<file path="config.mk">
export PLATFORM = sky130hd
export DESIGN_NAME = pcfg_regfile
export DESIGN_NICKNAME = d
export VERILOG_FILES = /design/src/rtl/pcfg_pkg.sv /design/src/rtl/pcfg_sync.sv /design/src/rtl/pcfg_field_sect.sv /design/src/rtl/pcfg_regfile.sv
export SDC_FILE = /design/constraint.sdc
export NUM_CORES = 2
export LEC_CHECK = 0
export CORE_AREA = 2 2 308 310
export DETAILED_ROUTE_END_ITERATION = 12
export DIE_AREA = 0 0 310 312
export SLEW_MARGIN = 20
export SYNTH_ARGS = -nofsm -noshare
export SYNTH_HDL_FRONTEND = slang
export SYNTH_SLANG_ARGS = --single-unit
</file>
<file path="constraint.sdc">
create_clock -name clk -period 1.7 [get_ports clk]
set_input_delay 0.17 -clock clk [delete_from_list [all_inputs] [get_ports clk]]
set_output_delay 0.17 -clock clk [all_outputs]
set_load 0.01 [all_outputs]
</file>
<file path="src/rtl/pcfg_pkg.sv">
package pcfg_pkg;
  localparam logic [3:0] FN_IN  = 4'd0;
  localparam logic [3:0] FN_OUT = 4'd1;
  localparam logic [3:0] FN_IRQ = 4'd6;

  localparam logic [1:0] PULL_NONE = 2'd0;
  localparam logic [1:0] PULL_UP   = 2'd1;
  localparam logic [1:0] PULL_DN   = 2'd2;

  // byte address of the word that holds a pin's field
  function automatic int unsigned fld_word_addr(int unsigned pin, int unsigned ppb,
                                                int unsigned fw, int unsigned sec_off,
                                                int unsigned stride);
    int unsigned bitoff;
    bitoff = (pin % ppb) * fw;
    return (pin / ppb) * stride + sec_off + (bitoff / 32) * 4;
  endfunction

  // bit position of a pin's field inside its word
  function automatic int unsigned fld_shift(int unsigned pin, int unsigned ppb, int unsigned fw);
    return ((pin % ppb) * fw) % 32;
  endfunction
endpackage

</file>
<file path="src/rtl/pcfg_sync.sv">
module pcfg_sync #(
  parameter int unsigned W = 64
) (
  input  logic         clk,
  input  logic         rst_n,
  input  logic [W-1:0] d,
  output logic [W-1:0] q
);
  logic [W-1:0] meta;

  always_ff @(posedge clk) begin
    if (!rst_n) begin
      meta <= '0;
      q    <= '0;
    end else begin
      meta <= d;
      q    <= meta;
    end
  end
endmodule

</file>
<file path="src/rtl/pcfg_field_sect.sv">
module pcfg_field_sect #(
  parameter int unsigned NPINS   = 64,
  parameter int unsigned PPB     = 32,
  parameter int unsigned FW      = 4,
  parameter int unsigned SEC_OFF = 0,
  parameter int unsigned STRIDE  = 36,
  parameter int unsigned AW      = 8,
  parameter logic [FW-1:0] RST   = '0
) (
  input  logic                clk,
  input  logic                rst_n,
  input  logic                wr_en,
  input  logic [AW-1:0]       addr,
  input  logic [31:0]         wdata,
  input  logic [NPINS*FW-1:0] rd_src,
  output logic [NPINS*FW-1:0] fld_q,
  output logic [31:0]         rd_word
);
  import pcfg_pkg::*;

  logic [31:0] contrib [NPINS];

  for (genvar p = 0; p < NPINS; p++) begin : g_pin
    localparam int unsigned WADDR = fld_word_addr(p, PPB, FW, SEC_OFF, STRIDE);
    localparam int unsigned SH    = fld_shift(p, PPB, FW);
    logic          hit;
    logic [FW-1:0] fld;

    assign hit = (addr == AW'(WADDR));

    always_ff @(posedge clk) begin
      if (!rst_n)            fld <= RST;
      else if (wr_en && hit) fld <= wdata[SH +: FW];
    end

    assign fld_q[p*FW +: FW] = fld;
    assign contrib[p] = hit ? (32'(rd_src[p*FW +: FW]) << SH) : 32'd0;
  end

  always_comb begin
    rd_word = '0;
    for (int p = 0; p < NPINS; p++) rd_word |= contrib[p];
  end
endmodule

</file>
<file path="src/rtl/pcfg_regfile.sv">
module pcfg_regfile #(
  parameter int unsigned NUM_BANKS = 2,
  parameter int unsigned PPB       = 32,
  parameter int unsigned MUX_W     = 4,
  parameter int unsigned DRV_W     = 2,
  parameter int unsigned PULL_W    = 2,
  parameter int unsigned STRIDE    = 36,
  parameter int unsigned MUX_OFF   = 0,
  parameter int unsigned DATA_OFF  = 16,
  parameter int unsigned DRV_OFF   = 20,
  parameter int unsigned PULL_OFF  = 28,
  parameter int unsigned AW        = 8,
  parameter logic [DRV_W-1:0] DRV_RST = DRV_W'(1),
  localparam int unsigned NPINS    = NUM_BANKS * PPB
) (
  input  logic                   clk,
  input  logic                   rst_n,
  input  logic                   wr_en,
  input  logic                   rd_en,
  input  logic [AW-1:0]          addr,
  input  logic [31:0]            wdata,
  output logic [31:0]            rdata,
  output logic                   rd_valid,
  input  logic [NPINS-1:0]       pad_in,
  output logic [NPINS*MUX_W-1:0] pin_func,
  output logic [NPINS-1:0]       pin_out,
  output logic [NPINS-1:0]       pin_oe,
  output logic [NPINS*DRV_W-1:0] pin_drv,
  output logic [NPINS-1:0]       pin_pu,
  output logic [NPINS-1:0]       pin_pd
);
  import pcfg_pkg::*;

  logic [NPINS*PULL_W-1:0] pull_q;
  logic [NPINS-1:0]        pad_s;
  logic [NPINS-1:0]        data_rd;
  logic [31:0]             w_mux, w_data, w_drv, w_pull;

  pcfg_sync #(.W(NPINS)) i_sync (
    .clk(clk), .rst_n(rst_n), .d(pad_in), .q(pad_s)
  );

  pcfg_field_sect #(.NPINS(NPINS), .PPB(PPB), .FW(MUX_W), .SEC_OFF(MUX_OFF),
                    .STRIDE(STRIDE), .AW(AW), .RST(FN_IN)) i_mux (
    .clk(clk), .rst_n(rst_n), .wr_en(wr_en), .addr(addr), .wdata(wdata),
    .rd_src(pin_func), .fld_q(pin_func), .rd_word(w_mux)
  );

  pcfg_field_sect #(.NPINS(NPINS), .PPB(PPB), .FW(1), .SEC_OFF(DATA_OFF),
                    .STRIDE(STRIDE), .AW(AW), .RST(1'b0)) i_data (
    .clk(clk), .rst_n(rst_n), .wr_en(wr_en), .addr(addr), .wdata(wdata),
    .rd_src(data_rd), .fld_q(pin_out), .rd_word(w_data)
  );

  pcfg_field_sect #(.NPINS(NPINS), .PPB(PPB), .FW(DRV_W), .SEC_OFF(DRV_OFF),
                    .STRIDE(STRIDE), .AW(AW), .RST(DRV_RST)) i_drv (
    .clk(clk), .rst_n(rst_n), .wr_en(wr_en), .addr(addr), .wdata(wdata),
    .rd_src(pin_drv), .fld_q(pin_drv), .rd_word(w_drv)
  );

  pcfg_field_sect #(.NPINS(NPINS), .PPB(PPB), .FW(PULL_W), .SEC_OFF(PULL_OFF),
                    .STRIDE(STRIDE), .AW(AW), .RST(PULL_W'(PULL_NONE))) i_pull (
    .clk(clk), .rst_n(rst_n), .wr_en(wr_en), .addr(addr), .wdata(wdata),
    .rd_src(pull_q), .fld_q(pull_q), .rd_word(w_pull)
  );

  // pin-side decode: output pins read back driven value, all others the pad
  for (genvar p = 0; p < NPINS; p++) begin : g_pin
    assign pin_oe[p]  = (pin_func[p*MUX_W +: MUX_W] == MUX_W'(FN_OUT));
    assign pin_pu[p]  = (pull_q[p*PULL_W +: PULL_W] == PULL_W'(PULL_UP));
    assign pin_pd[p]  = (pull_q[p*PULL_W +: PULL_W] == PULL_W'(PULL_DN));
    assign data_rd[p] = pin_oe[p] ? pin_out[p] : pad_s[p];
  end

  always_ff @(posedge clk) begin
    if (!rst_n) begin
      rdata    <= '0;
      rd_valid <= 1'b0;
    end else begin
      rd_valid <= rd_en;
      rdata    <= rd_en ? (w_mux | w_data | w_drv | w_pull) : 32'd0;
    end
  end
endmodule

</file>
* Word level (Yosys, flattened, before mapping)
Cells that the tools add are included.
** Storage, ports and cells
- Flip-flop bits (word level) :: 737
- Bits in latches :: 0
- Memory bits (writable) :: 0
- Memory bits (read-only) :: 0
- Input bits :: 108
- Output and inout bits :: 673
- Word-level logic and storage cells :: 1064
- Memories :: 0
** Cells by class
- $add $sub $neg :: 0
- Multiply operators :: 0
- Divide/modulo/power cells :: 0
- $lt $le $gt $ge :: 0
- Eq/ne operators :: 209
- Shift-type cells :: 0
- Mux-type cells :: 320
- Bitwise gates (word level) :: 255
- Reductions and logical operators :: 20
** Operators by type and width (number)
- OR 32 bit :: 255
- two-way mux 32 bit :: 18
- two-way mux 28 bit :: 18
- two-way mux 24 bit :: 18
- two-way mux 20 bit :: 18
- two-way mux 30 bit :: 10
- two-way mux 16 bit :: 18
- two-way mux 26 bit :: 10
- == test 4 x 1 -> 1 bit (second input constant) :: 64
- two-way mux 22 bit :: 10
- two-way mux 12 bit :: 18
- two-way mux 18 bit :: 10
- two-way mux 8 bit :: 18
- two-way mux 14 bit :: 10
- == test 2 x 1 -> 1 bit (second input constant) :: 64
- == test 2 bit (second input constant) :: 64
- two-way mux 10 bit :: 10
- two-way mux 4 bit :: 18
- two-way mux 1 bit :: 66
- == test 8 x 6 -> 1 bit (second input constant) :: 8
- two-way mux 31 bit :: 2
- two-way mux 6 bit :: 10
- two-way mux 29 bit :: 2
- two-way mux 27 bit :: 2
- other kinds (20) :: 63

* Longest topological paths before layout
- Depth in word-level cells :: 69
- Depth in mapped cells :: 9
- Gate-level depth less buffers :: 5

* Hierarchy
From an unflattened synthesis, not the netlist that was laid out.
** Second synthesis, totals
- Cell total of the unflattened synthesis :: 3636
- Area, all modules :: 34215.3 um2
** By module, submodules not included
- pcfg_field_sect at i_mux :: instances 1, cells an instance 1431, area an instance 11707.5 um2, sequential area each 5124.9 um2
- pcfg_field_sect at i_drv :: instances 1, cells an instance 617, area an instance 5975.7 um2, sequential area each 2562.5 um2
- pcfg_field_sect at i_pull :: instances 1, cells an instance 574, area an instance 5597.9 um2, sequential area each 2562.5 um2
- pcfg_regfile :: instances 1, cells an instance 358, area an instance 4046.4 um2, sequential area each 660.6 um2
- pcfg_sync :: instances 1, cells an instance 270, area an instance 3550.9 um2, sequential area each 2562.5 um2
- pcfg_field_sect at i_data :: instances 1, cells an instance 386, area an instance 3337.0 um2, sequential area each 1281.2 um2

* Least setup slack after synthesis
OpenSTA, ideal clock, no wires.
- Path type :: flip-flop to flip-flop
- Start point :: register i_mux.g_pin[36].fld[3]
- End point :: register rdata[4]
- Library setup time :: 0.133 ns
- Data arrival time :: 1.778 ns
- Required time :: 1.567 ns
- Path slack :: -0.211 ns
- Stages on the path, launching flop included :: 6
- Buffers on the path :: 0
- Clock period less this slack :: 1.911 ns
- Cell sequence :: dfxtp_1 nor4b_1 mux2i_1 o22ai_1 a2111oi_0 a31oi_1
** On the way
- Cells in the longest elaborated chain, start to end :: 34
** Ends and longest elaborated chain
- start: declaration :: line pcfg_field_sect.sv:27 : logic [FW-1:0] fld;
- start signal: assignment :: line pcfg_field_sect.sv:33 : else if (wr_en && hit) fld <= wdata[SH +: FW];
- == test 4 x 1 -> 1 bit :: line pcfg_regfile.sv:69 : assign pin_oe[p] = (pin_func[p*MUX_W +: MUX_W] == MUX_W'(FN_OUT));
- net pin_oe[36] :: line pcfg_regfile.sv:27 : output logic [NPINS-1:0] pin_oe,
- two-way mux 1 bit :: line pcfg_regfile.sv:72 : assign data_rd[p] = pin_oe[p] ? pin_out[p] : pad_s[p];
- two-way mux 5 bit :: line pcfg_field_sect.sv:37 : assign contrib[p] = hit ? (32'(rd_src[p*FW +: FW]) << SH) : 32'd0;
- OR 32 bit (28 in a row) :: line pcfg_field_sect.sv:42 : for (int p = 0; p < NPINS; p++) rd_word |= contrib[p];
- OR 32 bit (3 in a row) :: line pcfg_regfile.sv:81 : rdata <= rd_en ? (w_mux | w_data | w_drv | w_pull) : 32'd0;
- end signal: assignment :: line pcfg_regfile.sv:81
- end: declaration :: line pcfg_regfile.sv:22 : output logic [31:0] rdata,
The timed path passes the listed nets, and every way through them passes these cells.
A chain may end at the register's enable or synchronous reset.

* Worst setup path in the final report
- Start point :: register i_mux.g_pin[50].fld[2]
- End point :: register rdata[18]
** On the way
- Cells in the longest elaborated chain, start to end :: 20
** Ends and longest elaborated chain (line)
- start: declaration :: pcfg_field_sect.sv:27
- start signal: assignment :: pcfg_field_sect.sv:33
- == test 4 x 1 -> 1 bit :: pcfg_regfile.sv:69
- two-way mux 1 bit :: pcfg_regfile.sv:72
- two-way mux 19 bit :: pcfg_field_sect.sv:37
- OR 32 bit (14 in a row) :: pcfg_field_sect.sv:42
- OR 32 bit (3 in a row) :: pcfg_regfile.sv:81
No other way between the ends.

==> metrics.md <==
| Metric | Value |
|---|---|
| Share of cells above drive strength 1 | `30.9%` |
| Crit path kind | `reg2reg` |
| First-pass DRT Iterations | `6` |
| Final setup fails | `64` |
| Max Slew Vio Count | `0` |
| Synth unique cells | `63` |
| Crit path launch type | `flop` |
| IO Count | `781` |
| 1st-iter DRT viols | `3772` |
| Post-synth top flop | `dfxtp_1` |
| Worst-path fanout max | `2` |
| Worst EP required | `2.24 ns` |
| Switch share | `24.3%` |
| Post-DP HPWL | `152000 um` |
| Nets | `5413` |
| Synth Register Bits | `737` |
| Std cell rows | `112` |
| Clk buf depth | `3` |
| EDFF count, synth | `0` |
| Area Growth Syn to Fin | `61.1%` |
| Final min period | `1.91 ns` |
| Global-route usage over all layers | `39.8%` |
| Placeable Area | `93000 um^2` |
| Area contributors post-synth | `dfxtp_1, nand2_1, a21boi_0, mux2i_1, a21boi_1` |
| RSZ-0062 raised after global routing | `yes` |
| Vias in the first global route | `34445` |
| GRT overflow | `0` |
| Non-Filler Instances | `6634` |
| P_sw | `9640 uW` |
| Placer congestion estimate | `1.02` |
| First-pass GRT wire length | `271000 um` |
| Inst Count DP | `6394` |
| Average size of a mapped cell | `8.31 um^2` |
| Min Hold Slack | `0.0912 ns` |
| Post-synth ARST share | `0%` |
| Worst slew pin tran | `1.19 ns` |
| Ys Warns | `0` |
| Root Driver | `clkbuf_16` |
| PnR worst setup slack | `-0.211 ns` |
| Reg clk slew, reported paths | `0.06 ns` |
| Antenna violations before repair | `15` |
| Flop pwr share | `44.0%` |
| Via count | `36720` |
| Worst skew pair latency | `0.66 ns` |
| Initial core utilization | `35.4%` |
| Die Area | `96700 um^2` |
| Worst EP arrival | `2.45 ns` |
| Int Pwr | `30000 uW` |
| Post-Syn Instances | `3962` |
| Largest net degree at the start of global routing | `92` |
| Yosys top cell area share | `44.8%` |
| Clock sinks | `737` |
| Period utilization | `112%` |
| Die span in y | `312 um` |
| Cell taking the most area after synthesis | `dfxtp_1` |
| Max-capacitance violation count | `0` |
| Die width | `310 um` |
| Layout fillers | `8658` |
| Status | `complete, but fails checks` |
| Vias per inst | `5.54` |
| Pwr dens | `747 nW/um^2` |
| Logic gate share of total power | `7.3%` |
| H-tree depth | `3` |
| TritonCTS clock tree | `done` |
| Clock skew | `0.0224 ns` |
| Fmax | `523 MHz` |
| Static Leakage | `0.0224 uW` |
| Final hold vios | `0` |
| Port bufs | `780` |
| DRT antenna net count | `0` |
| Slew HR | `19.9%` |
| Total wire length | `201000 um` |
| Worst Hold Class | `in2reg` |
| Routed WL per cell | `30.2 um` |
| Synth top cells by count | `nand2_1, dfxtp_1, a21boi_0, clkbuf_1, a21boi_1` |
| Mapped Nets | `4070` |
| Most common cell in the synthesized netlist | `nand2_1` |
| # DRC | `0` |
| Crit. End Element | `flop` |
| Worst VDD drop | `0.000658 V` |
| Post-synthesis sequential area ratio | `44.8%` |
| Clock power share | `48.7%` |
| Synthesized area | `32900 um^2` |
| Violated checks | `negative setup slack` |
| CTS buffer count | `85` |
==> layer usage <==
metal	routed length [um]	vias up	global-route usage [%]	share of wire (%)
li1	-	16032	-	-
met1	76100	18003	48.7	38
met2	92500	2162	65.1	46
met3	17700	505	7.46	8.8
met4	14300	18	23.4	7.1
met5	120	-	0	0.060
==> worst max-delay path, stage by stage, from the launching register on <==
cell,delay [ns]
dfxtp_2,0.33
nor4b_4,0.28
buf_6,0.17
buf_6,0.13
mux2i_4,0.30
o21ai_2,0.12
a21oi_2,0.21
buf_4,0.17
a31oi_4,0.08
==> layout make-up <==
class	count	area (um^2)	share of cell area, %
repair buffers	1672	15500	29.2
inverters	2	7.51	0.0142
well taps	1254	1570	2.96
clock buffers	124	2570	4.84
flip-flops and latches	737	15200	28.6
multi-input cells	2807	17800	33.6
diodes	7	17.5	0.0330
clock inverters	31	347	0.653
==> what timing repair did <==
action,in CTS,in global routing
gates cloned,5,1
pin swaps,121,70
gates resized for setup,1540,184
hold endpoints to repair,15,0
setup endpoints to repair,1199,236
hold buffers,1,0
buffers inserted,76,9
==> stage by stage <==
step	area, um^2	setup TNS, ns	util [%]	worst slack, ns	power, uW
6_report	53000	-5.00	57.0	-0.211	39700
5_1_grt	53000	-8.13	57.0	-0.242	40500
4_1_cts	52500	-5.74	56.4	-0.204	39600
3_5_place_dp	47800	-459.13	51.4	-1.18	20600
3_3_place_gp	47800	-452.92	51.4	-1.23	20600
2_1_floorplan	33100	-0.0800	-	-0.00481	18900
==> power by group through the flow <==
stage               registers, uW  clock network, uW  logic, uW
floorplan                   17900                  0       1060
global placement            17900                  0       2730
detailed placement          17900                  0       2730
CTS                         17400              19400       2820
global route                17400              20100       2940
finish                      17400              19300       2910
==> cells by family (layout without fill, tap and decap cells) <==
logic type             Yosys count  count (layout)  share of synthesized area, %
AO/OA/AOI/OAI                  846             846                          18.6
buffers and inverters          418            1829                          6.29
flip-flops                     737             737                          44.8
multiplexers                   174             174                          5.43
other                            0               7                             0
AND/OR/NAND/NOR               1787            1787                          24.9
==> placed cells by master (no fill, tap or decap), types with 42 or more instances in the layout <==
cell             instances
nand2_1               1241
buf_4                  713
dlygate4sd2_1          556
dfxtp_1                471
a21boi_0               336
dfxtp_2                224
a21boi_1               176
mux2i_1                135
buf_6                  132
and2_1                 130
nor2b_1                106
buf_12                 104
clkdlybuf4s50_1        100
nand3_1                 98
clkbuf_16               90
a22oi_1                 69
nor4b_4                 47
dfxtp_4                 42
==> sequential cells by signal, summed over array words and instances, names as in the netlist <==
| signal | cells |
|---|---|
| i_drv.g_pin.fld | 128 |
| rd_valid | 1 |
| rdata | 32 |
| i_data.g_pin.fld | 64 |
| i_pull.g_pin.fld | 128 |
| i_sync.meta | 64 |
| i_sync.q | 64 |
| i_mux.g_pin.fld | 256 |
==> worst paths after layout <==
check | start | end | slack [ns] | cells past startpoint
hold / removal | pad_in[29] | i_sync.meta[29] | 0.09 | 2
hold reg to reg | i_sync.meta[5] | i_sync.q[5] | 0.42 | 1
setup reg to reg | i_mux.g_pin[50].fld[2] | rdata[18] | -0.21 | 8
setup / recovery | i_mux.g_pin[50].fld[2] | rdata[18] | -0.21 | 8
(Power assumes the default switching activity.)
